--- config.mk ---
export PLATFORM = sky130hd
export DESIGN_NAME = lafp_ctrl
export DESIGN_NICKNAME = d
export VERILOG_FILES = /design/src/rtl/lafp_pkg.sv /design/src/rtl/lafp_qual.sv /design/src/rtl/lafp_cur_fault.sv /design/src/rtl/lafp_uv_mon.sv /design/src/rtl/lafp_ctrl.sv
export SDC_FILE = /design/constraint.sdc
export NUM_CORES = 1
export LEC_CHECK = 0
export ABC_AREA = 1
export BUFFER_PORTS_ARGS = -buffer_cell sky130_fd_sc_hd__buf_2
export CORE_ASPECT_RATIO = 0.7
export CORE_MARGIN = 5
export CORE_UTILIZATION = 45
export DETAILED_ROUTE_END_ITERATION = 8
export PLACE_DENSITY = 0.7
export SYNTH_ARGS = -nofsm -noshare
export SYNTH_HDL_FRONTEND = slang
export SYNTH_SLANG_ARGS = --single-unit
--- constraint.sdc ---
create_clock -name clk -period 2.8 [get_ports clk]
set_input_delay 0.56 -clock clk [delete_from_list [all_inputs] [get_ports clk]]
set_output_delay 0.56 -clock clk [all_outputs]
set_load 0.01 [all_outputs]
--- src/rtl/lafp_pkg.sv ---
package lafp_pkg;
   typedef enum logic [1:0] {
      CF_IDLE  = 2'd0,
      CF_PULSE = 2'd1,
      CF_HOLD  = 2'd2
   } cf_state_t;

   function automatic int cnt_width(input int n);
      return (n > 1) ? $clog2(n) : 1;
   endfunction
endpackage

--- src/rtl/lafp_qual.sv ---
module lafp_qual #(
   parameter int QUAL = 8
) (
   input  logic clk,
   input  logic rst_n,
   input  logic flag_i,
   output logic qual_o
);
   generate
      if (QUAL == 1) begin : g_direct
         always_ff @(posedge clk or negedge rst_n) begin
            if (!rst_n) qual_o <= 1'b0;
            else        qual_o <= flag_i;
         end
      end else begin : g_count
         localparam int CW = lafp_pkg::cnt_width(QUAL);
         localparam logic [CW-1:0] LAST = CW'(QUAL - 1);
         logic [CW-1:0] run_cnt;
         always_ff @(posedge clk or negedge rst_n) begin
            if (!rst_n) begin
               run_cnt <= '0;
               qual_o  <= 1'b0;
            end else if (!flag_i) begin
               run_cnt <= '0;
               qual_o  <= 1'b0;
            end else if (run_cnt == LAST) begin
               qual_o  <= 1'b1;
            end else begin
               run_cnt <= run_cnt + 1'b1;
            end
         end
      end
   endgenerate
endmodule

--- src/rtl/lafp_cur_fault.sv ---
module lafp_cur_fault #(
   parameter int NPH       = 3,
   parameter int PULSE_LEN = 225000
) (
   input  logic           clk,
   input  logic           rst_n,
   input  logic           trip_i,
   input  logic [NPH-1:0] lo_cmd_n,
   output logic           pulse_o,
   output logic [NPH-1:0] blk_o
);
   import lafp_pkg::*;
   localparam int TW = cnt_width(PULSE_LEN);
   localparam logic [TW-1:0] TLAST = TW'(PULSE_LEN - 1);

   cf_state_t     state;
   logic [TW-1:0] timer;
   logic [NPH-1:0] blk_next;

   always_comb begin
      blk_next = blk_o & ~lo_cmd_n;
   end

   always_ff @(posedge clk or negedge rst_n) begin
      if (!rst_n) begin
         state <= CF_IDLE;
         timer <= '0;
         blk_o <= '0;
      end else begin
         case (state)
            CF_IDLE: begin
               if (trip_i) begin
                  state <= CF_PULSE;
                  timer <= '0;
                  blk_o <= '1;
               end
            end
            CF_PULSE: begin
               if (timer == TLAST) begin
                  state <= CF_HOLD;
                  timer <= '0;
               end else begin
                  timer <= timer + 1'b1;
               end
            end
            CF_HOLD: begin
               blk_o <= blk_next;
               if (blk_next == '0) state <= CF_IDLE;
            end
            default: begin
               state <= CF_IDLE;
               blk_o <= '0;
            end
         endcase
      end
   end

   assign pulse_o = (state == CF_PULSE);
endmodule

--- src/rtl/lafp_uv_mon.sv ---
module lafp_uv_mon (
   input  logic clk,
   input  logic rst_n,
   input  logic trip_q_i,
   input  logic clear_i,
   output logic uv_o
);
   always_ff @(posedge clk or negedge rst_n) begin
      if (!rst_n)        uv_o <= 1'b0;
      else if (trip_q_i) uv_o <= 1'b1;
      else if (clear_i)  uv_o <= 1'b0;
   end
endmodule

--- src/rtl/lafp_ctrl.sv ---
module lafp_ctrl #(
   parameter int NPH       = 3,
   parameter int OC_QUAL   = 1250,
   parameter int SC_QUAL   = 250,
   parameter int UV_QUAL   = 1250,
   parameter int PULSE_LEN = 225000
) (
   input  logic           clk,
   input  logic           rst_n,
   input  logic           oc_flag,
   input  logic           sc_flag,
   input  logic           uv_trip,
   input  logic           uv_clear,
   input  logic [NPH-1:0] lo_cmd_n,
   input  logic [NPH-1:0] hi_cmd_n,
   output logic [NPH-1:0] lo_drv_n,
   output logic [NPH-1:0] hi_drv_n,
   output logic           fault_n
);
   generate
      if (NPH < 1) begin : g_bad_nph
         $error("lafp_ctrl: NPH must be at least 1");
      end
      if (OC_QUAL < 1 || SC_QUAL < 1 || UV_QUAL < 1) begin : g_bad_qual
         $error("lafp_ctrl: qualification delays must be at least 1");
      end
      if (PULSE_LEN < 1) begin : g_bad_pulse
         $error("lafp_ctrl: PULSE_LEN must be at least 1");
      end
   endgenerate

   logic oc_q, sc_q, uv_q;
   logic cur_trip, cur_pulse, uv_act;
   logic [NPH-1:0] cur_blk;

   lafp_qual #(.QUAL(OC_QUAL)) u_oc_qual (
      .clk(clk), .rst_n(rst_n), .flag_i(oc_flag), .qual_o(oc_q));
   lafp_qual #(.QUAL(SC_QUAL)) u_sc_qual (
      .clk(clk), .rst_n(rst_n), .flag_i(sc_flag), .qual_o(sc_q));
   lafp_qual #(.QUAL(UV_QUAL)) u_uv_qual (
      .clk(clk), .rst_n(rst_n), .flag_i(uv_trip), .qual_o(uv_q));

   // Short-circuit and over-current lead to the same response.
   assign cur_trip = sc_q | oc_q;

   lafp_cur_fault #(.NPH(NPH), .PULSE_LEN(PULSE_LEN)) u_cur (
      .clk(clk), .rst_n(rst_n), .trip_i(cur_trip), .lo_cmd_n(lo_cmd_n),
      .pulse_o(cur_pulse), .blk_o(cur_blk));

   lafp_uv_mon u_uv (
      .clk(clk), .rst_n(rst_n), .trip_q_i(uv_q), .clear_i(uv_clear),
      .uv_o(uv_act));

   genvar gi;
   generate
      for (gi = 0; gi < NPH; gi++) begin : g_phase
         assign lo_drv_n[gi] = lo_cmd_n[gi] | cur_blk[gi] | uv_act;
      end
   endgenerate

   assign hi_drv_n = hi_cmd_n;
   assign fault_n  = ~(cur_pulse | uv_act);
endmodule

==> reports/qor.csv <==
metric,value,unit
CP endpoint kind,primary output,
Setup TNS,0,ns
Die X,109.9,µm
reg2reg end,u_cur.timer[6],
critical path class,reg2out,
initial drt markers,174,
final WL,6550,µm
outcome,"finished, final reports clean",
drt wl/cell,12.36,µm
post-synthesis instance total,413,
R2R cell count,8,
Clock transition at path regs,0.08,ns
final core occ,0.5202,
CTS Buf Count,9,
initial antenna violation count,0,
max-slew violation count,0,
WP data required,2.24,ns
GRT Overall Usage,0.1724,
Slew @ Worst Pin,0.7139,ns
final setup fails,0,
fin cells,530,
placed cells,514,
max_slew headroom,0.5240,
"Setup Fix Bufs, Post-CTS",0,
metal2 WL,2728,µm
# DRC,0,
full die area,8776,µm²
multiplexer area fraction after synthesis,0,
layout filler cell count,671,
CTS Buffer Depth,2,
Post-synth EDFFs,0,
endpoints failing hold,0,
switching share of total power,0.2795,
worst endpoint data arrival time,1.27,ns
Antenna diodes,0,
CTS tree,built,
initial core utilization,0.4648,
Seq cells post-synth,57,
sequential-to-total area share from yosys stat,0.4542,
ys async rst share,1.000,
clock sink total,57,
Max Clk Rate,0.5464,GHz
combinational power share,0.102,
vias in the first global route,2601,
Final GP Congestion,0.8564,
post-cts sizing count,0,
Antenna Nets Post-Route,0,
sequential share of power,0.465,
Syn Nets,432,
share of layout cells above drive strength 1,0.09633,
Worst-Skew Late Latency,0.35,ns
NumNets Final,450,
Net Switching,0.5639,mW
CTS Root Cell,clkbuf_8,
Synth Flop Type,dfrtp_1,
area share of and/or/nand/nor cells after synthesis,0.3131,
Max-cap violations,0,
fin crit share,0.6536,
CP Launch Type,flop,
WL met1,3367,µm
clock group share of total power,0.434,
Initial DRT Pass Iterations,5,
Vias/cell,4.998,
Post-Synth Adder-Cell Area,0.02789,
Cell Int Power,1.454,mW
Vias,2649,
main combinational cell family by area after synthesis,simple AND/OR/NAND/NOR gates,
r2r startpoint,u_cur.timer[0],
Synth Area in Compound Gates,0.08924,
"Distinct cells, synth",29,
Setup Skew,0.01393,ns
highest metal used,met4,
power per cell area,574.0,nW/µm²
Synth Area in XOR/XNOR,0.03347,
R2R Setup Slk,1.17,ns
hold slack,0.3525,ns
RSZ-0062 raised after global routing,false,
met3 wire length,390,µm
syn_area_per_cell,7.604,µm²
pin count of the biggest net entering global routing,58,
Area Overhead vs Synth,11.91,%
row cnt,25,
Synth Cell Area,3141,µm²
Vert. Die Dim,79.90,µm
DP Wirelength,4723,µm
first-pass GRT wire length,11850,µm
global route overflow,0,
final worst path period need,1.830,ns
post-cts hold buffer count,0,
IO Pins,19,
IO buf count,12,
H-tree Lvls,3,
Yosys Warn Count,0,
CP max FO,8,
total power,2.017,mW
class of the worst hold path,in2async,
Core Region,6756,µm²
Leak,1.634,nW
Max IR drop VDD,340.8,µV
[layer usage]
metal | track usage | vias to the layer above
met3 | 0.05416 | 6
met1 | 0.2350 | 1212
li1 | - | 1370
met4 | 0.05355 | 0
met5 | 0 | -
met2 | 0.2609 | 61
[area by class of cell]
type | instances | area, µm² | share of cell area
clock inverter | 7 | 101.3 | 0.02884
clock buffer | 9 | 123.9 | 0.03524
sequential | 57 | 1426 | 0.4058
tap | 94 | 117.6 | 0.03346
timing repair buffer | 13 | 67.56 | 0.01922
multi-input combinational | 291 | 1456 | 0.4144
inverter | 59 | 221.5 | 0.06301
[power groups by stage]
| stage | registers, mW | clock network, mW | logic (mW) |
|---|---|---|---|
| floorplan | 0.935 | 0 | 0.150 |
| global placement | 0.949 | 0 | 0.200 |
| detailed placement | 0.951 | 0 | 0.204 |
| CTS | 0.936 | 0.900 | 0.208 |
| global route | 0.949 | 0.933 | 0.244 |
| finish | 0.937 | 0.875 | 0.206 |
[layout by cell type, fill, tap and decap left out, types with 2 or more instances in the layout]
master and n:
o21bai_1 2, o311ai_0 2, nand2_1 93, nor2_4 5, buf_2 12, nand3_1 34
clkinvlp_4 2, dfrtp_1 57, bufinv_16 2, nor2_1 57, nand4_1 12, a21oi_1 17
clkbuf_8 9, nor3b_1 3, o22ai_1 3, o21ai_1 4, inv_2 3, inv_1 56
ha_1 7, inv_6 2, o21ai_0 20, nor2_2 3, xor2_1 11, nor3_1 11
[worst max path at each step]
stage                         from               to  slack, ns  cells after the start
floorplan           u_cur.timer[0]  u_cur.timer[16]       1.46                      8
global placement    u_cur.timer[0]   u_cur.timer[3]       1.17                      8
detailed placement  u_cur.timer[0]   u_cur.timer[6]       1.20                      8
CTS                 u_cur.state[1]          fault_n       0.95                      3
global route        u_cur.state[1]          fault_n       0.92                      3
finish              u_cur.state[1]          fault_n       0.97                      3
[cell families after synthesis]
family                   count (synthesis)
adder cells (fa/ha/maj)                  7
AO/OA/AOI/OAI                           51
buffers and inverters                   65
XOR/XNOR                                12
AND/OR/NAND/NOR                        221
flip-flops                              57
[synth_stat cells, types with 2 or more instances]
cell      number  area (µm²)
nand2_1       93       349.1
dfrtp_1       57        1426
nor2_1        57       214.0
inv_1         56       210.2
nand3_1       34       170.2
o21ai_0       20       100.1
a21oi_1       17       85.08
nand4_1       12       75.07
nor3_1        11       55.05
xor2_1        11       96.34
ha_1           7       87.58
nor2_4         5       56.30
o21ai_1        4       20.02
buf_4          3       22.52
inv_2          3       11.26
nor2_2         3       18.77
nor3b_1        3       22.52
o22ai_1        3       18.77
buf_2          2       10.01
o21bai_1       2       15.01
o311ai_0       2       17.52
[metrics by stage]
stage	setup WS (ns)	cell area, µm²
global placement	1.174	3289
finish	0.9699	3515
floorplan	1.464	3141
CTS	0.9506	3515
global route	0.9205	3515
detailed placement	1.203	3289
[sequential cells by signal, indices dropped and copies added (netlist names)]
signal                     flops
u_cur.blk_o                    3
u_oc_qual.qual_o               1
u_cur.timer                   18
u_oc_qual.g_count.run_cnt     11
u_uv_qual.g_count.run_cnt     11
u_sc_qual.g_count.run_cnt      8
u_uv_qual.qual_o               1
u_cur.state                    2
u_uv.uv_o                      1
u_sc_qual.qual_o               1
[critical path, stage by stage, from the launching register on]
cell and delay (ns):
dfrtp_1 0.44, nor2_4 0.26, nor2_1 0.08, buf_2 0.15
No activity file was read; power rests on OpenSTA's default activity.
